## config.mk

```make
export PLATFORM = sky130hd
export DESIGN_NAME = phased_pwm
export DESIGN_NICKNAME = d
export VERILOG_FILES = /design/src/rtl/phased_pwm_pkg.sv /design/src/rtl/phased_pwm_regs.sv /design/src/rtl/phased_pwm_counter.sv /design/src/rtl/phased_pwm_output.sv /design/src/rtl/phased_pwm.sv
export SDC_FILE = /design/constraint.sdc
export NUM_CORES = 1
export LEC_CHECK = 0
export BUFFER_PORTS_ARGS = -buffer_cell sky130_fd_sc_hd__clkbuf_2
export CAP_MARGIN = 20
export CORE_ASPECT_RATIO = 0.7
export CORE_MARGIN = 1.5
export CORE_UTILIZATION = 40
export CTS_BUF_LIST = sky130_fd_sc_hd__clkbuf_16
export DETAILED_ROUTE_END_ITERATION = 8
export HOLD_SLACK_MARGIN = 0.06
export PLACE_DENSITY_LB_ADDON = 0.12
export SYNTH_ARGS = -nofsm -noshare
export SYNTH_HDL_FRONTEND = slang
export SYNTH_HIERARCHICAL = 1
export SYNTH_SLANG_ARGS = --single-unit
```

## constraint.sdc

```tcl
create_clock -name clk -period 29.1 [get_ports clk]
set_clock_uncertainty 0.2 [all_clocks]
set_input_delay 5.82 -clock clk [delete_from_list [all_inputs] [get_ports clk]]
set_output_delay 5.82 -clock clk [all_outputs]
set_load 0.02 [all_outputs]
```

## src/rtl/phased_pwm_pkg.sv

```systemverilog
package phased_pwm_pkg;
  typedef logic [2:0] reg_addr_t;
  localparam reg_addr_t ADDR_PERIOD = 3'd0;
  localparam reg_addr_t ADDR_DUTY   = 3'd1;
  localparam reg_addr_t ADDR_OFFSET = 3'd2;
  localparam reg_addr_t ADDR_ENABLE = 3'd3;
  localparam reg_addr_t ADDR_MODE   = 3'd4;
  localparam reg_addr_t ADDR_REPEAT = 3'd5;
  localparam reg_addr_t ADDR_STATUS = 3'd6;
  localparam reg_addr_t ADDR_MASK   = 3'd7;
endpackage

```

## src/rtl/phased_pwm_regs.sv

```systemverilog
module phased_pwm_regs
  import phased_pwm_pkg::*;
#(
  parameter int DW = 32
) (
  input  logic          clk,
  input  logic          rst_n,
  input  logic          wr_en,
  input  reg_addr_t     wr_addr,
  input  logic [DW-1:0] wr_data,
  input  reg_addr_t     rd_addr,
  output logic [DW-1:0] rd_data,
  input  logic          done_evt,
  output logic [DW-1:0] per_q,
  output logic [DW-1:0] duty_q,
  output logic [DW-1:0] off_q,
  output logic [DW-1:0] rep_q,
  output logic          en_both,
  output logic          mode_q,
  output logic          irq
);
  logic [DW-1:0] per_d, duty_d, off_d, rep_d;
  logic [1:0]    en_q, en_d;
  logic          mode_d, mask_q, mask_d, flag_q, flag_d;

  always_comb begin
    per_d  = per_q;
    duty_d = duty_q;
    off_d  = off_q;
    rep_d  = rep_q;
    en_d   = en_q;
    mode_d = mode_q;
    mask_d = mask_q;
    flag_d = flag_q;
    if (wr_en) begin
      case (wr_addr)
        ADDR_PERIOD: per_d  = wr_data;
        ADDR_DUTY:   duty_d = wr_data;
        ADDR_OFFSET: off_d  = wr_data;
        ADDR_ENABLE: en_d   = wr_data[1:0];
        ADDR_MODE:   mode_d = wr_data[0];
        ADDR_REPEAT: rep_d  = wr_data;
        ADDR_STATUS: if (wr_data[0]) flag_d = 1'b0;
        default:     mask_d = wr_data[0];
      endcase
    end
    if (done_evt) flag_d = 1'b1;
  end

  always_ff @(posedge clk or negedge rst_n) begin
    if (!rst_n) begin
      per_q  <= '0;
      duty_q <= '0;
      off_q  <= '0;
      rep_q  <= '0;
      en_q   <= '0;
      mode_q <= 1'b0;
      mask_q <= 1'b0;
      flag_q <= 1'b0;
    end else begin
      per_q  <= per_d;
      duty_q <= duty_d;
      off_q  <= off_d;
      rep_q  <= rep_d;
      en_q   <= en_d;
      mode_q <= mode_d;
      mask_q <= mask_d;
      flag_q <= flag_d;
    end
  end

  assign en_both = &en_q;
  assign irq     = flag_q & mask_q;

  always_comb begin
    rd_data = '0;
    case (rd_addr)
      ADDR_PERIOD: rd_data = per_q;
      ADDR_DUTY:   rd_data = duty_q;
      ADDR_OFFSET: rd_data = off_q;
      ADDR_ENABLE: rd_data[1:0] = en_q;
      ADDR_MODE:   rd_data[0] = mode_q;
      ADDR_REPEAT: rd_data = rep_q;
      ADDR_STATUS: rd_data[0] = flag_q;
      default:     rd_data[0] = mask_q;
    endcase
  end

  // a completion always leaves the flag set
  a_r9_flag_sets: assert property (@(posedge clk) disable iff (!rst_n)
    done_evt |=> flag_q);
  // write-1 clears the flag when no completion coincides
  a_r9_w1c: assert property (@(posedge clk) disable iff (!rst_n)
    (wr_en && wr_addr == ADDR_STATUS && wr_data[0] && !done_evt) |=> !flag_q);
endmodule

```

## src/rtl/phased_pwm_counter.sv

```systemverilog
module phased_pwm_counter #(
  parameter int DW = 32
) (
  input  logic          clk,
  input  logic          rst_n,
  input  logic          en_both,
  input  logic [DW-1:0] per_in,
  input  logic [DW-1:0] duty_in,
  input  logic [DW-1:0] off_in,
  input  logic [DW-1:0] rep_in,
  input  logic          mode_in,
  output logic          run,
  output logic          win,
  output logic          done_evt
);
  localparam int CW = DW + 1;

  logic          active_q, active_d, done_q, done_d, mode_a, mode_ad;
  logic [DW-1:0] cnt_q, cnt_d, per_a, per_ad, duty_a, duty_ad;
  logic [DW-1:0] off_a, off_ad, rep_a, rep_ad, pcnt_q, pcnt_d, rep_eff;
  logic          wrap, last, start;

  assign wrap    = ({1'b0, cnt_q} + CW'(1)) >= {1'b0, per_a};
  assign rep_eff = (rep_a == '0) ? DW'(1) : rep_a;
  assign last    = mode_a && (({1'b0, pcnt_q} + CW'(1)) >= {1'b0, rep_eff});
  assign start   = !active_q && en_both && !done_q;

  always_comb begin
    active_d = active_q;
    done_d   = done_q;
    cnt_d    = cnt_q;
    pcnt_d   = pcnt_q;
    per_ad   = per_a;
    duty_ad  = duty_a;
    off_ad   = off_a;
    rep_ad   = rep_a;
    mode_ad  = mode_a;
    done_evt = 1'b0;
    if (!en_both) begin
      active_d = 1'b0;
      done_d   = 1'b0;
    end else if (start) begin
      active_d = 1'b1;
      cnt_d    = '0;
      pcnt_d   = '0;
      per_ad   = per_in;
      duty_ad  = duty_in;
      off_ad   = off_in;
      rep_ad   = rep_in;
      mode_ad  = mode_in;
    end else if (active_q) begin
      if (wrap) begin
        cnt_d   = '0;
        pcnt_d  = pcnt_q + DW'(1);
        per_ad  = per_in;
        duty_ad = duty_in;
        off_ad  = off_in;
        if (last) begin
          active_d = 1'b0;
          done_d   = 1'b1;
          done_evt = 1'b1;
        end
      end else begin
        cnt_d = cnt_q + DW'(1);
      end
    end
  end

  always_ff @(posedge clk or negedge rst_n) begin
    if (!rst_n) begin
      active_q <= 1'b0;
      done_q   <= 1'b0;
      cnt_q    <= '0;
      pcnt_q   <= '0;
      per_a    <= '0;
      duty_a   <= '0;
      off_a    <= '0;
      rep_a    <= '0;
      mode_a   <= 1'b0;
    end else begin
      active_q <= active_d;
      done_q   <= done_d;
      cnt_q    <= cnt_d;
      pcnt_q   <= pcnt_d;
      per_a    <= per_ad;
      duty_a   <= duty_ad;
      off_a    <= off_ad;
      rep_a    <= rep_ad;
      mode_a   <= mode_ad;
    end
  end

  assign run = active_q && en_both;
  assign win = ({1'b0, cnt_q} >= {1'b0, off_a}) &&
               ({1'b0, cnt_q} < ({1'b0, off_a} + {1'b0, duty_a}));

  // the count never reaches the active period
  a_r4_cnt_in_range: assert property (@(posedge clk) disable iff (!rst_n)
    active_q |-> (({1'b0, cnt_q} < {1'b0, per_a}) || cnt_q == '0));
  // active values change only at a wrap or a start
  a_r2_shadow_stable: assert property (@(posedge clk) disable iff (!rst_n)
    (active_q && $past(active_q) && !$past(wrap)) |->
      ($stable(duty_a) && $stable(per_a) && $stable(off_a)));
  // every run begins at count zero
  a_r6_start_zero: assert property (@(posedge clk) disable iff (!rst_n)
    $rose(active_q) |-> cnt_q == '0);
  // the last one-shot period stops the channel
  a_r8_stop_after_last: assert property (@(posedge clk) disable iff (!rst_n)
    done_evt |=> (!active_q && done_q));
endmodule

```

## src/rtl/phased_pwm_output.sv

```systemverilog
module phased_pwm_output (
  input  logic clk,
  input  logic rst_n,
  input  logic run,
  input  logic win,
  output logic pwm_out
);
  logic hold_q, hold_d;

  always_comb begin
    pwm_out = run ? win : hold_q;
    hold_d  = pwm_out;
  end

  always_ff @(posedge clk or negedge rst_n) begin
    if (!rst_n) hold_q <= 1'b0;
    else        hold_q <= hold_d;
  end

  // while stopped the pin does not move
  a_r7_hold_level: assert property (@(posedge clk) disable iff (!rst_n)
    !run |-> pwm_out == $past(pwm_out));
endmodule

```

## src/rtl/phased_pwm.sv

```systemverilog
module phased_pwm
  import phased_pwm_pkg::*;
#(
  parameter int DW = 32
) (
  input  logic          clk,
  input  logic          rst_n,
  input  logic          wr_en,
  input  logic [2:0]    wr_addr,
  input  logic [DW-1:0] wr_data,
  input  logic [2:0]    rd_addr,
  output logic [DW-1:0] rd_data,
  output logic          pwm_out,
  output logic          irq
);
  logic [1:0]    rst_sync_q;
  logic          rst_i;
  logic [DW-1:0] per_q, duty_q, off_q, rep_q;
  logic          en_both, mode_q, done_evt, run, win;

  always_ff @(posedge clk or negedge rst_n) begin
    if (!rst_n) rst_sync_q <= 2'b00;
    else        rst_sync_q <= {rst_sync_q[0], 1'b1};
  end
  assign rst_i = rst_sync_q[1];

  phased_pwm_regs #(.DW(DW)) u_regs (
    .clk(clk), .rst_n(rst_i), .wr_en(wr_en), .wr_addr(wr_addr),
    .wr_data(wr_data), .rd_addr(rd_addr), .rd_data(rd_data),
    .done_evt(done_evt), .per_q(per_q), .duty_q(duty_q), .off_q(off_q),
    .rep_q(rep_q), .en_both(en_both), .mode_q(mode_q), .irq(irq)
  );

  phased_pwm_counter #(.DW(DW)) u_cnt (
    .clk(clk), .rst_n(rst_i), .en_both(en_both), .per_in(per_q),
    .duty_in(duty_q), .off_in(off_q), .rep_in(rep_q), .mode_in(mode_q),
    .run(run), .win(win), .done_evt(done_evt)
  );

  phased_pwm_output u_out (
    .clk(clk), .rst_n(rst_i), .run(run), .win(win), .pwm_out(pwm_out)
  );
endmodule

```

# Word level (Yosys, flattened, before mapping)
# Cells that the tools add are included.
# op_classes
n_addsub	5
order_cmp	4
n_eq_ne	16
muxes	39
bitwise	2
n_reduce_logical	29
# op_table
cell	count
$mux W32	16
$pmux W30 S4	1
$add A32 B1 Y33 const B	2
$ge A33 B32 Y1	2
$add A32 B1 Y32 const B	2
$add A32 B32 Y33	1
$lt A32 B33 Y1	1
$ge A32 B32 Y1	1
$logic_not A32 Y1	1
$mux W1	20
$eq A3 B3 Y1 const B	6
$reduce_and A2 Y1	8
$eq A3 B2 Y1 const B	4
$reduce_bool A2 Y1	5
$reduce_and A3 Y1	3
$ne A2 B2 Y1 const B	4
$reduce_and A4 Y1	2
$pmux W1 S7	1
$reduce_or A7 Y1	1
$eq A3 B1 Y1 const B	2
$logic_not A3 Y1	2
$logic_and A1 B1 Y1	5
$pmux W1 S5	1
$logic_not A1 Y1	2
other kinds (2)	2
# word_totals
reg_bits	331
output_inout_bits	34
wordCells	114

# Longest topological paths before layout
# Gate-level depths: netlist (run 1).
# logic_depth
depth_word	11
mapped_depth	19
mapped_depth_nobuf	19

# Cells and area by module
# Netlist (run 1), hierarchy kept.
# modules_own_cells
module	n_inst	cells_each	area_per_inst_um2
phased_pwm_counter	1	1345	13237.7
phased_pwm_regs	1	420	6054.6
phased_pwm	1	3	53.8
phased_pwm_output	1	2	40.0

# Worst setup path before layout (run 1)
# Ideal clock, no wire load.
# synth_path
path_kind	input to output
from	input port rd_addr[1]
to	output port rd_data[10]
t_arrival_ns	7.020
t_required_ns	23.080
path_slack_ns	16.060
stages	6
path_buffers	3
cell_sequence	buf_2 > nor2b_1 > buf_2 > buf_2 > a2bb2oi_1 > o2bb2ai_1
# synth_between
elab_chain_cells	2
# synth_lines
item	line_no	source
start, declared	phased_pwm.sv:11	input logic [2:0] rd_addr,
$eq A3 B3 Y1 (tied with other cells)	phased_pwm_regs.sv:77	case (rd_addr)
$pmux W30 S4 *	phased_pwm_regs.sv:77	
end, declared	phased_pwm.sv:12	output logic [DW-1:0] rd_data,
# Mark *: on every way between the ends. The rest lies on a longest branch, timed or not.

# Worst setup path in the final report (run 1)
# layout_path
from	input port rd_addr[2]
to	output port rd_data[9]
# Same word-level chain as after synthesis.

==> run metrics, run 1 <==
core area=47,900 um^2; postcts setup bufs=0; maxcap violations=0; Clock power frac=0.246; register area share after synthesis=0.427; # H-tree levels=2; largest family of logic cells by synthesized area=multiplexers; Top FF cell, synth=dfrtp_1; min Tclk post-route=14,360 ps; reg-to-reg startpoint=u_cnt/cnt_q[2]; I/O pins=75; crit start category=input pin; share of power burned in registers=0.367; largest net degree at the start of global routing=152; CTS Buf Count=37; synth unique cells=74; VDD IR max=0.0000427 V; vias=14,044; area grow syn2layout=11.4%; DIE AREA=49,800 um^2; Pwr Density=89.5 nW/um^2; status=finished, final reports clean; Worst Tran Pin Value=1160 ps; Post-Syn Instances=1,770; Hold Crit Class=flip-flop to async pin; clk buf depth=3; Post-synth EDFFs=0; Synth Register Bits=331; Net Sw Power=728 uW; post-CTS sizing=0; vias per inst=5.58; gpl congestion=0.891; multiplexer share of the synthesized area=0.151; cells on worst reg2reg path=16; starting density of the core=0.405; Synth Area in Simple Gates=0.0922; Synth Area in XOR/XNOR=0.0407; Leak=10.2 nW; Fin. Hold Viols=0; initial antenna violation count=0; layout cell share with drive strength beyond 1=0.192; die height=187 um; GRT Total Usage=0.219; Max Slew Vio Count=0; Synth Area per Inst=11.0 um^2; Port Buffers=74; crit end category=output pin; CP Data Required Time=23,080 ps; setup TNS after final layout=0 ps; Area contributors post-synth=dfrtp_1 (43%), mux2_2 (11%), ha_1 (10%); drt pass-1 iters=4; Worst R2R Setup Slack=23,520 ps; period utilization=0.493; Critical Path AT=8340 ps; Sink Count=331; Synth top area share=0.427; GRT overflow=0; clock tree root driver cell=clkbuf_16; DR iter-0 viols=995; # setup viols final=0; vias in the first global route=13,800; share of flip-flops with an asynchronous set or reset=1.00; synthesized net count=1,973; area leader, netlist=dfrtp_1; nets=2,035; critical path class=input pin to output pin; DR DRC count=0; RR Endpoint=u_cnt/off_a[27]; n_diodes=0; Horiz. Die Dim=266 um; num rows=67; HPWL after detailed placement=38.7 mm; first-pass GRT wire length=84.6 mm; post-route cell area=21,600 um^2; Ys Warns=6; Int Pwr=1.20 mW; dpl cell area=20,400 um^2; Syn Std Cell Area=19,400 um^2; clock slew at reported path FFs=60 ps; per-cell routed wire length=21.4 um; biggest fanout along the worst timing path=38; CTS tree=built; Comb pwr share=0.386; Clk Latency, worst-skew pair=530 ps; RSZ-0062 raised after global routing=no; Rel. slew slack=0.226; Net Sw Frac=0.377; routed wire length=53.9 mm; DRT antenna net count=0; post-synthesis adder-cell area fraction=0.105; Hold-fix buffers, CTS=0; post-synthesis compound-gate area fraction=0.143; FMAX=69.7 MHz
==> worst max-delay path, stage by stage <==
cell	delay, ps
clkbuf_2	840
inv_1	280
nor2_4	900
o2bb2ai_1	240
clkbuf_2	230
==> cell families (layout without fill, tap and decap cells) <==
kind of cell    Yosys count  in the layout
fa+ha+maj               162            162
other cells               1              1
xor+xnor                 90             90
simple gates            332            332
buf+inv                 181            271
compound gates          411            411
flops                   331            331
mux                     262            262
==> metal layers <==
metal  share of wire  up-vias  GRT usage
li1                -     6621          -
met1            0.53     7077      0.348
met2            0.41      274      0.313
met3           0.038       72     0.0253
met4           0.024        0     0.0516
met5               0        -          0
==> power by group through the flow <==
stage	logic, mW	registers (mW)	clock network [mW]
final	0.746	0.710	0.476
after global placement	0.722	0.718	0
after detailed placement	0.738	0.718	0
after CTS	0.743	0.711	0.489
after global routing	0.836	0.729	0.509
after floorplan	0.565	0.666	0
==> cells in the final DEF (no fill, tap or decap), types with 10 or more instances in the layout <==
master and n:
dfrtp_1 330, mux2_2 185, ha_1 161, inv_1 118, o21ai_0 102, a21oi_1 99, nand2_1 88, clkbuf_2 74
xnor2_1 56, a21o_1 54, mux2_1 44, nand3_1 42, clkbuf_16 39, nor2_1 34, xor2_1 34, nand4_1 32
mux2i_1 31, or3_1 30, o2bb2ai_1 30, a2bb2oi_1 29, a22o_1 22, and3_1 15, nand2b_1 15, buf_4 14
nor3_1 13, nor4_1 12, and2_1 10, o21a_1 10
==> layout make-up <==
type / count / area [um^2]
inverter: 115 / 432
fill: 4478 / 26300
clock buffer: 39 / 976
multi-input combinational: 1258 / 10400
clock inverter: 28 / 238
sequential: 331 / 8290
timing repair buffer: 89 / 495
tap: 655 / 820
==> Yosys cell counts (all sizes together) (29+ instances only) <==
library cell  instances
nand2                88
inv                 115
mux2i                31
xor2                 34
o21ai               103
ha                  161
nand3                43
dfrtp               331
a2bb2oi              29
buf                  38
a21oi                99
mux2                230
nor2                 38
xnor2                56
a21o                 55
o2bb2ai              30
or3                  30
nand4                32
==> per-stage QoR <==
step	setup WS, ps	instances	utilization	power [mW]	hold slack, ps
5_1_grt	14640	2515	0.451	2.07	169
3_3_place_gp	14780	2448	0.426	1.44	141
2_1_floorplan	16060	1770	-	1.23	131
4_1_cts	14740	2515	0.451	1.94	159
6_report	14740	2515	0.451	1.93	148
3_5_place_dp	14740	2448	0.426	1.46	139
==> worst max path at each step <==
stage / startpoint / endpoint / cells after the start
finish: rd_addr[2] / rd_data[9] / 5
CTS: rd_addr[2] / rd_data[10] / 5
global route: rd_addr[2] / rd_data[10] / 5
detailed placement: rd_addr[2] / rd_data[10] / 5
global placement: rd_addr[2] / rd_data[9] / 5
floorplan: rd_addr[1] / rd_data[10] / 6
(Power assumes the default switching activity.)
==> run 2: changes to the inputs <==
--- a/config.mk
+++ b/config.mk
@@ -5,6 +5,7 @@
 export SDC_FILE = /design/constraint.sdc
 export NUM_CORES = 1
 export LEC_CHECK = 0
+export ABC_AREA = 1
 export BUFFER_PORTS_ARGS = -buffer_cell sky130_fd_sc_hd__clkbuf_2
 export CAP_MARGIN = 20
 export CORE_ASPECT_RATIO = 0.7
==> constraint.sdc (replaced) <==
create_clock -name clk -period 14.5 [get_ports clk]
set_clock_uncertainty 0.2 [all_clocks]
set_input_delay 2.9 -clock clk [delete_from_list [all_inputs] [get_ports clk]]
set_output_delay 2.9 -clock clk [all_outputs]
set_load 0.02 [all_outputs]
==> run metrics, run 2 <==
Max Slew Vio Count=0 (unchanged); total power=3.97 mW (+110%); core area=49,800 um^2 (+4.0%); Area contributors post-synth=dfrtp_1 (41%), nand2_1 (15%), ha_1 (9.9%); Ys Warns=6 (unchanged); CP Data Required Time=11,400 ps (-11,680 ps); Placed Cells incl. Taps=3,298 (+35%); postcts setup bufs=0 (unchanged); drt pass-1 iters=6 (+2); area leader, netlist=dfrtp_1; dpl cell area=21,100 um^2 (+3.5%); crit start category=input pin; Synth Area per Inst=7.67 um^2 (-30%); Hold Crit Class=flip-flop to flip-flop; die height=192 um (+2.4%); critical path class=input pin to output pin; post-CTS sizing=0 (unchanged); post-route cell area=22,300 um^2 (+3.4%); vias=18,237 (+30%); layout cell share with drive strength beyond 1=0.0631 (-0.129); Leak=11.6 nW (+14%); DR iter-0 viols=1,982 (+99%); commonest cells in the synthesized netlist=nand2_1 (810), dfrtp_1 (331), inv_1 (298), nand3_1 (183), ha_1 (161); Critical Path AT=5160 ps (-3180 ps); Net Sw Frac=0.426 (+0.0495); Clock power frac=0.242 (-0.004); hold depth=0; Port Buffers=74 (unchanged); CTS tree=built; num rows=68 (+1.5%); top-count cell post-synth=nand2_1; Synth Register Bits=331 (unchanged); GRT overflow=0 (unchanged); Synth top area share=0.407 (-0.0199); Pwr Density=178 nW/um^2 (+99%); share of power burned in registers=0.357 (-0.010); GRT Total Usage=0.249 (+0.0301); crit end category=output pin; min Tclk post-route=8260 ps; Syn Std Cell Area=20,300 um^2 (+4.9%); min-delay src=rst_sync_q[0]; VDD IR max=0.000100 V (+130%); first-pass GRT wire length=101 mm (+19%); biggest fanout along the worst timing path=39 (+2.6%); register area share after synthesis=0.407 (-0.0199); fin cells=3,360 (+34%); I/O pins=75 (unchanged); DRT antenna net count=0 (unchanged); HPWL after detailed placement=48.4 mm (+25%); setup TNS after final layout=0 ps (unchanged); largest net degree at the start of global routing=116 (-24%); Top FF cell, synth=dfrtp_1; Int Pwr=2.28 mW (+89%); period utilization=0.570; synthesized net count=2,855 (+45%); Comb pwr share=0.401 (+0.015); RSZ-0062 raised after global routing=no; Worst Tran Pin Value=1140 ps (-19.9 ps); gpl congestion=0.971 (+9.0%); commonest non-fill, non-tap cell in the layout=nand2_1; Post-Syn Instances=2,652 (+50%); per-cell routed wire length=19.2 um (-11%); Rel. slew slack=0.240 (+0.0133); status=finished, final reports clean; # H-tree levels=2 (unchanged); clock tree root driver cell=clkbuf_16; CTS Buf Count=35 (-5.4%); area grow syn2layout=9.80%; maxcap violations=0 (unchanged); Hold-fix buffers, CTS=0 (unchanged); starting density of the core=0.408 (+0.00350); WHS=151 ps (+2.43 ps); vias in the first global route=17,168 (+24%); fillers=5,054 (+13%); routed wire length=64.5 mm (+20%); DIE AREA=52,200 um^2 (+4.8%); clk buf depth=3 (unchanged); Post-synth EDFFs=0 (unchanged); reg-to-reg startpoint=u_cnt/cnt_q[2]; nets=2,874 (+41%); cells on worst reg2reg path=21 (+5); vias per inst=5.43 (-2.8%); DR DRC count=0 (unchanged); Sink Count=331 (unchanged); Net Sw Power=1.69 mW (+130%); # setup viols final=0 (unchanged); Worst R2R Setup Slack=8620 ps (-14,900 ps); Clk Latency, worst-skew pair=540 ps (about the same); RR Endpoint=u_cnt/off_a[4]; initial antenna violation count=0 (unchanged); Horiz. Die Dim=272 um (+2.4%); share of flip-flops with an asynchronous set or reset=1.00 (unchanged); clock slew at reported path FFs=60 ps (about the same); Fin. Hold Viols=0 (unchanged); FMAX=121 MHz; WHS Endpoint=rst_sync_q[1]; most frequent cells in the layout=nand2_1 (808), dfrtp_1 (330), inv_1 (300); synth unique cells=50 (-32%)
-- run 2: cell count changes after synthesis, sizes merged, moves of 93 or more --
cell,before,now
inv,115,302
mux2,230,0
nand2,88,816
nand3,43,186
nand4,32,129
nor2,38,134
o21ai,103,196
-- run 2: power groups by stage --
stage               Clock [mW]  Combinational [mW]  Sequential, mW
finish                   0.962                1.59            1.42
global route              1.02                1.81            1.45
CTS                      0.988                1.58            1.42
detailed placement           0                1.57            1.43
global placement             0                1.54            1.43
floorplan                    0                1.17            1.33
-- run 2: cells by family after synthesis --
group | count (synthesis) | synth area share
AOI/OAI and AO/OA | 339 | 0.0887
xor gates and xnor gates | 84 | 0.0362
adders and majority gates | 162 | 0.100
buffers and inverters | 410 | 0.0845
DFF | 331 | 0.407
other | 1 | 0.000184
and+or+nand+nor | 1325 | 0.283
-- run 2: stage by stage --
step	worst slack, ps	utilization
after global routing	6130	0.448
after global placement	6470	0.424
after floorplan	4390	-
after detailed placement	6370	0.424
final	6240	0.449
after CTS	6370	0.448
-- run 2: how the worst max path moves through the flow --
stage	startpoint	endpoint	slack (ps)	cells past startpoint
final	rd_addr[0]	rd_data[22]	6240	6
after global routing	rd_addr[0]	rd_data[9]	6130	6
after CTS	rd_addr[0]	rd_data[19]	6370	6
after detailed placement	rd_addr[0]	rd_data[19]	6370	6
after global placement	rd_addr[0]	rd_data[14]	6470	6
after floorplan	rst_sync_q[1]	u_cnt/active_q	4390	0
-- run 2: per-layer routing --
| layer | wire (um) | GRT usage |
|---|---|---|
| met1 | 32200 | 0.390 |
| met2 | 26200 | 0.357 |
| met3 | 4850 | 0.0376 |
| met4 | 1200 | 0.0515 |
| met5 | 0 | 0 |
-- run 2: area by class of cell --
cell class              count  area, um^2  area share
clock buffers              36         901      0.0404
inverters                 305        1140      0.0513
diodes                      1        2.50    0.000112
clock inverters            24         295      0.0132
repair buffers             87         500      0.0224
multi-input cells        1911       10400       0.464
well taps                 665         832      0.0373
flip-flops and latches    331        8290       0.371
-- run 2: worst max-delay path: stages --
cell,delay (ps)
clkbuf_2,780
nand2_2,190
nor2_4,740
nand2_1,160
nand4_1,160
clkbuf_2,190
